### src/rtl/bus_xcvr_pkg.sv
package bus_xcvr_pkg;

    typedef struct packed {
        logic oe_n;
        logic le;
        logic cp;
        logic ce_n;
    } path_ctl_t;

    typedef enum logic [1:0] {
        CELL_PASS = 2'd0,
        CELL_HOLD = 2'd1,
        CELL_LOAD = 2'd2
    } cell_op_t;

    localparam int NUM_PATHS = 2;

    function automatic cell_op_t pick_op(input logic le, input logic cp_rise,
                                         input logic ce_n);
        if (le)
            return CELL_PASS;
        else if (cp_rise && !ce_n)
            return CELL_LOAD;
        else
            return CELL_HOLD;
    endfunction

endpackage

### src/rtl/bus_xcvr_edge.sv
module bus_xcvr_edge (
    input  logic clk,
    input  logic cp,
    output logic rise
);
    logic cp_q;

    always_ff @(posedge clk) begin
        cp_q <= cp;
    end

    assign rise = cp & ~cp_q;
endmodule

### src/rtl/bus_xcvr_cell.sv
module bus_xcvr_cell
    import bus_xcvr_pkg::*;
#(
    parameter int DATA_W = 18
) (
    input  logic              clk,
    input  logic              rst,
    input  path_ctl_t         ctl,
    input  logic              cp_rise,
    input  logic [DATA_W-1:0] din,
    output logic [DATA_W-1:0] q,
    output logic [DATA_W-1:0] dout
);
    cell_op_t op;

    always_comb begin
        op = pick_op(ctl.le, cp_rise, ctl.ce_n);
    end

    always_ff @(posedge clk) begin
        if (rst)
            q <= '0;
        else if (op != CELL_HOLD)
            q <= din;
    end

    assign dout = ctl.le ? din : q;

    assert_track_R2: assert property (@(posedge clk) disable iff (rst)
        ctl.le |=> q == $past(din));
    assert_hold_R3: assert property (@(posedge clk) disable iff (rst)
        (!ctl.le && !cp_rise) |=> $stable(q));
    assert_load_R4: assert property (@(posedge clk) disable iff (rst)
        (!ctl.le && cp_rise && !ctl.ce_n) |=> q == $past(din));
    assert_gate_R5: assert property (@(posedge clk) disable iff (rst)
        (!ctl.le && ctl.ce_n) |=> $stable(q));
    assert_clear_R8: assert property (@(posedge clk)
        rst |=> q == '0);
endmodule

### src/rtl/bus_xcvr_path.sv
module bus_xcvr_path
    import bus_xcvr_pkg::*;
#(
    parameter int DATA_W = 18
) (
    input  logic              clk,
    input  logic              rst,
    input  path_ctl_t         ctl,
    input  logic [DATA_W-1:0] din,
    output logic [DATA_W-1:0] dout,
    output logic              oe
);
    logic              cp_rise;
    logic [DATA_W-1:0] q;

    bus_xcvr_edge u_edge (
        .clk  (clk),
        .cp   (ctl.cp),
        .rise (cp_rise)
    );

    bus_xcvr_cell #(.DATA_W(DATA_W)) u_cell (
        .clk     (clk),
        .rst     (rst),
        .ctl     (ctl),
        .cp_rise (cp_rise),
        .din     (din),
        .q       (q),
        .dout    (dout)
    );

    assign oe = ~ctl.oe_n & ~rst;

    assert_pass_R1: assert property (@(posedge clk) disable iff (rst)
        ctl.le |-> dout == din);
    assert_hiz_R6: assert property (@(posedge clk)
        ctl.oe_n |-> !oe);
    assert_rst_off_R8: assert property (@(posedge clk)
        rst |-> !oe);
endmodule

### src/rtl/bus_xcvr.sv
module bus_xcvr
    import bus_xcvr_pkg::*;
#(
    parameter int DATA_W = 18
) (
    input  logic              clk,
    input  logic              rst,
    input  logic [DATA_W-1:0] a_in,
    input  logic [DATA_W-1:0] b_in,
    input  logic              ab_oe_n,
    input  logic              ab_le,
    input  logic              ab_cp,
    input  logic              ab_ce_n,
    input  logic              ba_oe_n,
    input  logic              ba_le,
    input  logic              ba_cp,
    input  logic              ba_ce_n,
    output logic [DATA_W-1:0] b_out,
    output logic              b_oe,
    output logic [DATA_W-1:0] a_out,
    output logic              a_oe
);
    localparam int LAST_PATH = NUM_PATHS - 1;

    path_ctl_t         ctl  [NUM_PATHS];
    logic [DATA_W-1:0] din  [NUM_PATHS];
    logic [DATA_W-1:0] dout [NUM_PATHS];
    logic              oe   [NUM_PATHS];

    // index 0: A toward B, index LAST_PATH: B toward A
    assign ctl[0]         = '{oe_n: ab_oe_n, le: ab_le, cp: ab_cp, ce_n: ab_ce_n};
    assign ctl[LAST_PATH] = '{oe_n: ba_oe_n, le: ba_le, cp: ba_cp, ce_n: ba_ce_n};
    assign din[0]         = a_in;
    assign din[LAST_PATH] = b_in;

    for (genvar p = 0; p < NUM_PATHS; p++) begin : g_path
        bus_xcvr_path #(.DATA_W(DATA_W)) u_path (
            .clk  (clk),
            .rst  (rst),
            .ctl  (ctl[p]),
            .din  (din[p]),
            .dout (dout[p]),
            .oe   (oe[p])
        );
    end

    assign b_out = dout[0];
    assign b_oe  = oe[0];
    assign a_out = dout[LAST_PATH];
    assign a_oe  = oe[LAST_PATH];
endmodule

### config.mk
export PLATFORM = sky130hd
export DESIGN_NAME = bus_xcvr
export DESIGN_NICKNAME = d
export VERILOG_FILES = /design/src/rtl/bus_xcvr_pkg.sv /design/src/rtl/bus_xcvr_edge.sv /design/src/rtl/bus_xcvr_cell.sv /design/src/rtl/bus_xcvr_path.sv /design/src/rtl/bus_xcvr.sv
export SDC_FILE = /design/constraint.sdc
export NUM_CORES = 1
export LEC_CHECK = 0
export BUFFER_PORTS_ARGS = -buffer_cell sky130_fd_sc_hd__buf_2
export CORE_ASPECT_RATIO = 1.1
export CORE_MARGIN = 3
export CORE_UTILIZATION = 45
export CTS_CLUSTER_DIAMETER = 60
export DETAILED_ROUTE_END_ITERATION = 12
export PLACE_DENSITY = 0.74
export SYNTH_ARGS = -nofsm -noshare
export SYNTH_HDL_FRONTEND = slang
export SYNTH_SLANG_ARGS = --single-unit
### constraint.sdc
create_clock -name clk -period 1.8 [get_ports clk]
set_input_delay 0.09 -clock clk [delete_from_list [all_inputs] [get_ports clk]]
set_output_delay 0.09 -clock clk [all_outputs]
set_load 0.02 [all_outputs]
# Word level (Yosys, flattened, before mapping)

Cells that the tools add are included.

Output and inout port bits: 38
Input bits: 46
Logic and storage cells: 25
Register bits after elaboration: 38

Bitwise logic cells: 9
Multiplexer cells: 6
Reductions and logical operators: 4
Equality and inequality tests: 2

Operators by type and width:

| kind                                          | number |
|---|---|
| 2-to-1 mux 18 bit                             | 2 |
| 2-to-1 mux 2 bit                              | 4 |
| inverter 1 bit                                | 5 |
| AND 1 bit                                     | 4 |
| != test 2 x 1 -> 1 bit, second input constant | 2 |
| logical AND 1 bit                             | 2 |
| logical NOT 1 bit                             | 2 |

# Longest topological paths before layout

Gate-level depths: netlist (run 1).

Depth in word-level cells: 6
Gate-level depth with buffers: 5
Mapped depth without buffers: 3

# Hierarchy

Synthesis (run 1) repeated with hierarchy kept, for this count alone.

Cell total of the unflattened synthesis: 204
Area, all modules: 2174.6 um^2

By module, submodules not included:

| module        | times used | cells each | sequential area each (um^2) | area an instance (um^2) |
|---|---|---|---|---|
| bus_xcvr_cell | 2          | 99         | 360.3                       | 1049.8 |
| bus_xcvr_edge | 2          | 2          | 20.0                        | 33.8 |
| bus_xcvr_path | 2          | 1          | 0.0                         | 3.8 |

# Worst setup path after synthesis (run 1)

Ideal clock, no wire load.

Path kind: register to register
Start: register g_path[0].u_path.u_edge.cp_q
End: register g_path[0].u_path.u_cell.q[10]
Buffers on the path: 2
Arrival: 919 ps
Slack: 810 ps
Period minus slack after synthesis: 990 ps
Cell stages (with the launch flop): 6
Cells stage by stage: dfxtp_1 -> nor2_1 -> a21oi_2 -> buf_6 -> buf_12 -> mux2i_1

Word-level cells in the longest chain between the ends: 6

RTL lines:

| what                   | line                | source |
|---|---|---|
| start, declared        | bus_xcvr_edge.sv:6  | `logic cp_q;` |
| start signal, assigned | bus_xcvr_edge.sv:9  | `cp_q <= cp;` |
| inverter 1 bit         | bus_xcvr_edge.sv:12 | `assign rise = cp & ~cp_q;` |
| AND 1 bit              | bus_xcvr_edge.sv:12 |  |
| logical AND 1 bit      | bus_xcvr_pkg.sv:22  | `else if (cp_rise && !ce_n)` |
| 2-to-1 mux 2 bit       | bus_xcvr_pkg.sv:22  |  |
| 2-to-1 mux 2 bit       | bus_xcvr_pkg.sv:20  | `if (le)` |
| != test 2 x 1 -> 1 bit | bus_xcvr_cell.sv:23 | `else if (op != CELL_HOLD)` |
| end signal, assigned   | bus_xcvr_cell.sv:24 | `q <= din;` |
| end, declared          | bus_xcvr_cell.sv:11 | `output logic [DATA_W-1:0] q,` |

Every way passes these cells.
A chain may end at the register's enable or synchronous reset.

# Worst setup path after layout (run 1)

Start: input port ab_cp
End: register g_path[0].u_path.u_cell.q[14]

Word-level cells in the longest chain between the ends: 5

RTL lines:

| what                   | line                | source |
|---|---|---|
| start, declared        | bus_xcvr.sv:12      | `input logic ab_cp,` |
| AND 1 bit              | bus_xcvr_edge.sv:12 |  |
| logical AND 1 bit      | bus_xcvr_pkg.sv:22  |  |
| 2-to-1 mux 2 bit       | bus_xcvr_pkg.sv:22  |  |
| 2-to-1 mux 2 bit       | bus_xcvr_pkg.sv:20  |  |
| != test 2 x 1 -> 1 bit | bus_xcvr_cell.sv:23 |  |

Every way passes these cells.

==> results.md, run 1 <==
- Io pins: 84
- Post-Synth Adder-Cell Area: 0%
- Placed cells: 328
- GP Congestion: 0.6887
- Cell area power density: ~750 nW/um2
- Routed WL: ~4200 um
- Initial Util: 48.20%
- Final min period: 1.317 ns
- CP endpoint kind: flop
- HP Class: primary input to flop
- Max-slew violations: 0
- Final HPWL DP: 3094 um
- Syn_nets: between 200 and 300
- Mapped cell area: 2141 um2
- Antenna violations before repair: 0
- TritonRoute pass-1 iters: 4
- Vias: between 1500 and 2000
- Status: complete, no violations
- Mux cell area share after synthesis: 35.77%
- Most common cell after layout, fill and taps aside: buf_2
- Final ANT Viol Nets: 0
- Post-cts resize count: 0
- Tightest Pin Transition: ~0.44 ns
- Worst hold start: b_in[6]
- Worst EP arrival: 1.53 ns
- CTS buffer count: 5
- Worst Setup SP: ab_cp
- Global Route Usage Sum: 15.54%
- Die ar.: 5622 um2
- Post-synthesis xor/xnor area fraction: 0%
- Seq/Total Area, Yosys: 35.53%
- Met1 WL: 1793 um
- Worst Setup Path Type: primary input to flop
- FF-to-FF Start: g_path[0].u_path.u_edge.cp_q
- Headroom to the max-slew limit: 70.47%
- Clock Latency Late Sink: between 0.2 and 0.3 ns
- PnR Total Power: between 1500 and 2000 uW
- Count of different cell masters after synthesis: 11
- Die H: 78.34 um
- Die width: between 70 and 80 um
- F_max: around 760 MHz
- Simple logic cell fraction of the synthesized area: 21.74%
- Largest net degree at the start of global routing: 42
- Avg Inst Size Synth: 10.49 um2
- Max Cap Violations: 0
- Number of global-route vias before repair: 1639
- #FFs+latches synth: 38
- FF-to-FF path depth: 4
- Post-CTS Setup Inserts: 0
- CP Max Fanout: 14
- Share of cells above drive strength 1: 46.13%
- Final setup viols: 0
- Avg Vias per Cell: just under 5
- CORE AREA: 4442 um2
- Crit share post-route: 73.15%
- Clk root buf: clkbuf_8
- Synth warnings: 0
- Num rows: 25
- Ant diodes: 0
- RSZ-0062 raised after global routing: no
- Cells after Synth: between 200 and 250
- Port Buffer Count: 83
- Setup_tns: 0 ns
- Hold depth: 3
- # DRC: 0
- Max IR drop VDD: 332.6 uV
- Post-synthesis compound-gate area fraction: 0.8182%
- Most frequent cells in the layout: buf_2 (83), nand2b_1 (72), dfxtp_1 (38), mux2_2 (36), mux2i_1 (36)
- Clock sink count: 38
- Final hold violations: 0
- CTS H-Tree Depth: 2
- Clk_skew: 0.004712 ns
- Final nets: 329
- Grt ovf: 0
- DRT iter0 DRCs: 85
- Startpoint Class: primary input
- Final Instance Count excl. Fillers: between 300 and 400
- Met3 wire len: 255 um
- Req. time, crit path: 2.01 ns
- Met2 wire len: 2122 um
- Top Metal Used: met4
- Clk pin slew, worst setup/hold paths: ~0.07 ns
- P&R area growth vs syn: 23.85%
- LEAKAGE: 0.001249 uW
- Routed len/inst: about 12 um
- Largest family of logic cells by synthesized area: multiplexers
- First-pass GRT wire length: 7044 um
- Hold_buf cts: 2
- CTS tree: done
- CTS max path bufs: 2
==> synth_stat cells <==
library cell | n | share of area (%)
nand2b_1 | 72 | 21
dfxtp_1 | 38 | 36
mux2_2 | 36 | 19
mux2i_1 | 36 | 17
clkbuf_1 | 7 | 1.2
buf_6 | 4 | 2.1
nor2_1 | 4 | 0.70
a21oi_2 | 2 | 0.82
buf_12 | 2 | 1.9
buf_4 | 2 | 0.70
buf_2 | 1 | 0.23
==> area by class of cell <==
class / instances / area, um2
fillers: 397 / 1790
multi-input cells: 150 / 1249
clock buffers: 7 / 86.33
flip-flops and latches: 38 / 760.7
repair buffers: 88 / 483.0
clock inverters: 1 / 5.005
well taps: 54 / 67.56
==> registers in the layout (all words and copies together) (netlist names) <==
name and flops:
g_path.u_path.u_edge.cp_q 2, g_path.u_path.u_cell.q 36
==> power breakdown <==
| part | total [uW] | leakage, uW | internal [uW] | switching [uW] |
|---|---|---|---|---|
| registers | 927 | 0.000315 | 899 | 27.7 |
| logic | 480 | 0.000886 | 235 | 245 |
| clock network | 593 | 0.0000482 | 309 | 284 |
| total | 2000 | 0.00125 | 1440 | 556 |
==> critical path, stage by stage <==
cell and delay (ns):
dlygate4sd3_1 0.54, buf_2 0.13, a21oi_2 0.35, buf_12 0.22, mux2i_1 0.19
==> metal layers <==
| layer | track usage [%] | vias up |
|---|---|---|
| met1 | 18.02 | 759 |
| met2 | 27.39 | 40 |
| li1 | - | 832 |
| met3 | 3.713 | 5 |
| met4 | 5.639 | 0 |
| met5 | 0 | - |
==> per-stage QoR <==
stage                     cell area [um2]  util, %  setup slack [ns]  hold slack [ns]
final                                2651    59.69            0.4832          0.06548
after global routing                 2651    59.69            0.3943          0.05363
after CTS                            2651    59.69            0.4846          0.05468
after detailed placement             2540    57.18            0.5578           0.2202
after global placement               2540    57.18            0.6157           0.2173
after floorplan                      2141        -            0.8097           0.1177
==> final timing paths <==
path | to | slack, ns
setup / recovery | g_path[0].u_path.u_cell.q[14] | 0.48
hold / removal | g_path[1].u_path.u_cell.q[6] | 0.07
setup reg to reg | g_path[0].u_path.u_cell.q[14] | 0.61
hold reg to reg | g_path[1].u_path.u_cell.q[11] | 0.47
==> cells by family (layout without fill, tap and decap cells) <==
| kind of cell | Yosys count | in the layout |
|---|---|---|
| flops | 38 | 38 |
| simple gates | 76 | 76 |
| mux | 72 | 72 |
| buf+inv | 16 | 96 |
| compound gates | 2 | 2 |
Power figures use the tool's default switching activity.
==> run 2: changes to the inputs <==
--- a/config.mk
+++ b/config.mk
@@ -5,13 +5,14 @@
 export SDC_FILE = /design/constraint.sdc
 export NUM_CORES = 1
 export LEC_CHECK = 0
+export ABC_AREA = 1
 export BUFFER_PORTS_ARGS = -buffer_cell sky130_fd_sc_hd__buf_2
 export CORE_ASPECT_RATIO = 1.1
 export CORE_MARGIN = 3
-export CORE_UTILIZATION = 45
+export CORE_UTILIZATION = 43
 export CTS_CLUSTER_DIAMETER = 60
 export DETAILED_ROUTE_END_ITERATION = 12
-export PLACE_DENSITY = 0.74
+export PLACE_DENSITY = 0.75
 export SYNTH_ARGS = -nofsm -noshare
 export SYNTH_HDL_FRONTEND = slang
 export SYNTH_SLANG_ARGS = --single-unit
==> constraint.sdc (replaced) <==
create_clock -name clk -period 1.2 [get_ports clk]
set_input_delay 0.06 -clock clk [delete_from_list [all_inputs] [get_ports clk]]
set_output_delay 0.06 -clock clk [all_outputs]
set_load 0.02 [all_outputs]
==> results.md, run 2 <==
- Port Buffer Count: 83 (unchanged)
- CTS tree: done
- # DRC: 0 (unchanged)
- Grt ovf: 0 (unchanged)
- Clock Latency Late Sink: 0.28 ns (about the same)
- Final hold violations: 0 (unchanged)
- P&R area growth vs syn: 28.72%
- Req. time, crit path: 1.14 ns (-0.87 ns)
- Synth warnings: 0 (unchanged)
- Max-slew violations: 0 (unchanged)
- DRT iter0 DRCs: 81 (-4.7%)
- Asr flop ratio synth: 0% (unchanged)
- Post-route setup slack: 0.1040 ns (-0.3792 ns)
- Max FFs per register: 36 (unchanged)
- Hold depth: 3 (unchanged)
- Max IR drop VDD: 854.5 uV (+160%)
- FF-to-FF path depth: 3 (-1)
- Syn_nets: 368 (+47%)
- Synth cell count leaders: nand2_1 (79), nor2_1 (45), inv_1 (39)
- Count of different cell masters after synthesis: 17 (+6)
- CP endpoint kind: output pin
- Headroom to the max-slew limit: 77.49% (+7.0 points)
- Max Cap Violations: 0 (unchanged)
- Largest regs: g_path.u_path.u_cell.q (36), g_path.u_path.u_edge.cp_q (2)
- CORE AREA: 4410 um2 (-0.70%)
- First-pass GRT wire length: 7886 um (+12%)
- Global Route Usage Sum: 17.07% (+1.5 points)
- Area leader, netlist: dfxtp_1
- Vias: 2133 (+30%)
- Antenna violations before repair: 0 (unchanged)
- Routed WL: 4802 um (+14%)
- Share of cells above drive strength 1: 25.62% (-21 points)
- Most common cell after layout, fill and taps aside: buf_2
- CTS buffer count: 5 (unchanged)
- Most frequent cells in the layout: buf_2 (83), nand2_1 (79), nor2_1 (45), inv_1 (39), dfxtp_1 (38)
- Startpoint Class: flop
- FF/Latch Area: 760.7 um2 (unchanged)
- CTS max path bufs: 2 (unchanged)
- Final HPWL DP: 3243 um (+4.8%)
- Avg Vias per Cell: 4.678 (-3.4%)
- Ant diodes: 0 (unchanged)
- Clk pin slew, worst setup/hold paths: 0.08 ns (about the same)
- Critical path, cell by cell: inv_1, o21ai_0, buf_2
- Status: complete, no violations
- CTS H-Tree Depth: 2 (unchanged)
- Cell with the most instances after synthesis: nand2_1
- Slowest-stage cell, CP: dfxtp_1
- Filler cell count: 452 (+14%)
- Routed len/inst: 10.53 um (-16%)
- Area of the multi-input gates: 992.2 um2 (-21%)
- Cells after Synth: 322 (+58%)
- Worst EP arrival: 1.04 ns (-0.49 ns)
- Final nets: 447 (+36%)
- Final ANT Viol Nets: 0 (unchanged)
- GP Congestion: 0.7871 (+14%)
- Number of global-route vias before repair: 1920 (+17%)
- Io pins: 84 (unchanged)
- TritonRoute pass-1 iters: 4 (unchanged)
- CP Max Fanout: 2 (-12)
- CP peak stage delay: 0.32 ns (-0.22 ns)
- Seq/Total Area, Yosys: 37.88% (+2.3 points)
- Final Instance Count excl. Fillers: 456 (+35%)
- Die H: 77.68 um (-0.85%)
- Clk_skew: 0.006279 ns (+0.001568 ns)
- Clk root buf: clkbuf_8
- Cell area power density: 1173 nW/um2 (+56%)
- Synth area leaders: dfxtp_1 (38%), nand2_1 (15%), o21ai_0 (9.0%), nor2_1 (8.4%), inv_1 (7.3%)
- DP Worst Slack: 0.1001 ns (-0.4577 ns)
- Synth Flop Type: dfxtp_1
- Largest net degree at the start of global routing: 37 (-12%)
- Num rows: 25 (unchanged)
- #FFs+latches synth: 38 (unchanged)
- RSZ-0062 raised after global routing: no
- HP Class: primary input to flop
- Avg Inst Size Synth: 6.237 um2 (-41%)
- Mapped cell area: 2008 um2 (-6.2%)
- Worst Setup Path Type: flop to output pin
- Post-CTS Setup Inserts: 0 (unchanged)
- Initial Util: 45.53% (-2.7 points)
- Placed cells: 445 (+36%)
- Setup_tns: 0 ns (unchanged)
- LEAKAGE: 0.001411 uW (+13%)
- Final setup viols: 0 (unchanged)
- Register bank with the most flops: g_path.u_path.u_cell.q
- Crit share post-route: 91.33%
- Die ar.: 5527 um2 (-1.7%)
- F_max: 912.4 MHz
- Die width: 71.16 um (-0.84%)
- Number of synthesized flops with an enable pin: 0 (unchanged)
- Tightest Pin Transition: 0.3376 ns (-0.1054 ns)
- Synth top area share: 37.88% (+2.3 points)
- Clock sink count: 38 (unchanged)
- Final min period: 1.096 ns
-- run 2: final cells by class --
class / count / share of cell area (%)
clock inverters: 1 / 0.1936
clock buffers: 7 / 3.340
inverters: 42 / 6.196
repair buffers: 92 / 19.85
multi-input cells: 222 / 38.38
flip-flops and latches: 38 / 29.43
well taps: 54 / 2.614
-- run 2: repair_timing --
| item | CTS | global route |
|---|---|---|
| setup endpoints to repair | 0 | 17 |
| hold endpoints to repair | 2 | 0 |
| hold buffers | 2 | 0 |
| resized for setup | 0 | 1 |
-- run 2: cell families after synthesis --
kind of cell	count (synthesis)	share of synthesized area, %
AOI/OAI and AO/OA	65	16.20
buffers and inverters	63	13.71
DFF	38	37.88
and+or+nand+nor	156	32.21
-- run 2: power by group --
| group | internal (uW) | switching [uW] | leakage (uW) |
|---|---|---|---|
| Combinational | 285 | 474 | 0.00105 |
| Sequential | 1360 | 28.5 | 0.000317 |
| Clock | 464 | 423 | 0.0000482 |
-- run 2: path summary, 6_finish.rpt --
| check | end | from | slack, ns |
|---|---|---|---|
| max | a_out[5] | g_path[1].u_path.u_cell.q[5] | 0.10 |
| min | g_path[0].u_path.u_cell.q[6] | a_in[6] | 0.02 |
| max reg2reg | g_path[0].u_path.u_cell.q[16] | g_path[0].u_path.u_edge.cp_q | 0.21 |
| min reg2reg | g_path[1].u_path.u_cell.q[12] | g_path[1].u_path.u_cell.q[12] | 0.48 |
-- run 2: per-stage QoR --
stage                     hold slack [ns]  utilization (%)  power (uW)  cell area (um2)
after floorplan                   0.08772                -        1912             2008
after global placement             0.1890            55.63        2145             2454
after detailed placement           0.1945            55.63        2163             2454
after CTS                        0.001999            58.16        3069             2565
after global routing              0.01440            58.61        3228             2585
final                             0.01626            58.61        3033             2585
-- run 2: critical path: cells and delay by family (launching register included) --
family | cells | cell delay, ns
DFF | 1 | 0.32
AOI/OAI and AO/OA | 1 | 0.19
buffers and inverters | 2 | 0.25
-- run 2: routing by layer --
metal / GRT usage [%] / part of all wire [%]
met4: 5.263 / 0.94
met5: 0 / 0
met1: 20.21 / 46
met3: 3.109 / 5.3
met2: 30.70 / 48
==> run 3: changes to the inputs <==
--- a/config.mk
+++ b/config.mk
@@ -13,6 +13,7 @@
 export CTS_CLUSTER_DIAMETER = 60
 export DETAILED_ROUTE_END_ITERATION = 12
 export PLACE_DENSITY = 0.75
+export REMOVE_ABC_BUFFERS = 1
 export SYNTH_ARGS = -nofsm -noshare
 export SYNTH_HDL_FRONTEND = slang
 export SYNTH_SLANG_ARGS = --single-unit
==> results.md, run 3 (synthesized netlist as in run 2, its figures left out) <==
- Global Route Usage Sum: 16.48% (-0.59 points)
- Io pins: 84 (unchanged)
- Req. time, crit path: 1.14 ns (about the same)
- Max-slew violations: 0 (unchanged)
- Die width: 71.16 um (unchanged)
- Port Buffer Count: 83 (unchanged)
- Combinational share of power: 24.9% (about the same)
- Clk root buf: clkbuf_8
- Max Cap Violations: 0 (unchanged)
- Headroom to the max-slew limit: 75.27% (-2.2 points)
- CTS buffer count: 5 (unchanged)
- HP Class: primary input to flop
- Clock sink count: 38 (unchanged)
- Fin Hold WS: 0.007027 ns (-0.009235 ns)
- Routed WL: 4505 um (-6.2%)
- Sequential Power Share: 45.6% (about the same)
- Final Instance Area: 2605 um2 (+0.77%)
- Switching Fraction: 30.54% (about the same)
- LEAKAGE: 0.001412 uW (about the same)
- Clock Power Share: 29.5% (+0.2 points)
- Final hold violations: 0 (unchanged)
- Worst Setup Path Type: flop to output pin
- CORE AREA: 4410 um2 (unchanged)
- Tightest Pin Transition: 0.3710 ns (+0.03340 ns)
- Die ar.: 5527 um2 (unchanged)
- TritonRoute pass-1 iters: 5 (+1)
- Crit path buf inv count: 2 (unchanged)
- Final min period: 1.065 ns (-0.03091 ns)
- Startpoint Class: flop
- Max FFs per register: 36 (unchanged)
- Critical path, cell by cell: inv_1, o21ai_0, buf_2
- Worst EP arrival: 1.01 ns (-0.03 ns)
- Clk pin slew, worst setup/hold paths: 0.07 ns (about the same)
- First-pass GRT wire length: 7576 um (-3.9%)
- Crit share post-route: 88.76% (-2.6 points)
- Clk_skew: 0.001797 ns (-0.004483 ns)
- GP Congestion: 0.7304 (-7.2%)
- Share of cells above drive strength 1: 25.50% (-0.13 points)
- DRT iter0 DRCs: 78 (-3.7%)
- F_max: 938.9 MHz (+2.9%)
- Largest regs: g_path.u_path.u_cell.q (36), g_path.u_path.u_edge.cp_q (2)
- Antenna violations before repair: 0 (unchanged)
- Ant diodes: 0 (unchanged)
- CTS tree: done
- Clock Latency Late Sink: 0.28 ns (about the same)
- Final HPWL DP: 3257 um (+0.42%)
- CTS H-Tree Depth: 2 (unchanged)
- # DRC: 0 (unchanged)
- RSZ-0062 raised after global routing: no
- Cell area power density: 1166 nW/um2 (-0.65%)
- Most common cell after layout, fill and taps aside: buf_2
- Register bank with the most flops: g_path.u_path.u_cell.q
- Most frequent cells in the layout: buf_2 (83), nand2_1 (79), nor2_1 (45), inv_1 (39), dfxtp_1 (38)
- Int Power: 2109 uW (+0.13%)
- Final setup viols: 0 (unchanged)
- Slowest-stage cell, CP: dfxtp_1
- Initial Util: 45.53% (unchanged)
- Number of global-route vias before repair: 1846 (-3.9%)
- CP Max Fanout: 2 (unchanged)
- Post-route setup slack: 0.1349 ns (+0.03091 ns)
- Num rows: 25 (unchanged)
- P&R area growth vs syn: 29.72%
- Setup_tns: 0 ns (unchanged)
- DP Worst Slack: 0.1923 ns (+0.09214 ns)
- Cell Area, Placed: 2461 um2 (+0.31%)
- Vias: 2138 (+0.23%)
- CTS max path bufs: 2 (unchanged)
- Max IR drop VDD: 641.4 uV (-25%)
- Switching Power: 927.4 uW (+0.12%)
- Avg Vias per Cell: 4.668 (-0.20%)
- Die H: 77.68 um (unchanged)
- Status: complete, no violations
- Grt ovf: 0 (unchanged)
- CP endpoint kind: output pin
- Largest net degree at the start of global routing: 37 (unchanged)
- Final nets: 449 (+0.45%)
- Routed len/inst: 9.836 um (-6.6%)
- Top delay family on crit path: flip-flops
- CP peak stage delay: 0.32 ns (about the same)
- Final ANT Viol Nets: 0 (unchanged)
==> run 3: metrics by stage <==
step / instances / util [%] / power, uW
3_5_place_dp: 446 / 55.80 / 2163
5_1_grt: 458 / 59.06 / 3221
3_3_place_gp: 446 / 55.80 / 2146
6_report: 458 / 59.06 / 3036
2_1_floorplan: 301 / - / 1862
4_1_cts: 458 / 58.78 / 3074
==> run 3: metal layers <==
metal	up-vias	global-route usage [%]	wire [um]
met4	0	7.143	80
li1	1163	-	-
met5	-	0	0
met1	926	18.68	1902
met2	42	29.69	2349
met3	7	2.850	172
==> run 3: what timing repair did <==
action,CTS,global route
setup endpoints to repair,0,8
resized for setup,0,2
setup buffers,0,0
endpoints found under the hold margin,4,0
hold buffers,4,0
==> run 3: final cells by class <==
cell class              count  area, um2
flip-flops and latches     38      760.7
well taps                  54      67.56
inverters                  42      160.2
clock inverters             1      5.005
repair buffers             95      540.5
multi-input cells         221      984.7
clock buffers               7      86.33
fillers                   449       1805
==> run 3: worst paths after layout <==
kind / start / to / slack, ns / cells past startpoint
max: g_path[0].u_path.u_cell.q[3] / b_out[3] / 0.13 / 3
min: a_in[1] / g_path[0].u_path.u_cell.q[1] / 0.007 / 3
max reg2reg: g_path[1].u_path.u_edge.cp_q / g_path[1].u_path.u_cell.q[15] / 0.21 / 5
min reg2reg: g_path[1].u_path.u_cell.q[10] / g_path[1].u_path.u_cell.q[10] / 0.49 / 2
==> run 3: worst register-to-register path, delay by kind of cell (launching register included) <==
kind	cells	cell delay, ns
compound gates	1	0.14
buf+inv	2	0.28
flops	1	0.30
simple gates	2	0.18
==> run 3: power groups by stage <==
stage	registers (uW)	clock network [uW]	logic (uW)
global route	1390	972	856
floorplan	1410	0	455
global placement	1410	0	735
CTS	1380	928	761
detailed placement	1410	0	749
finish	1380	895	757
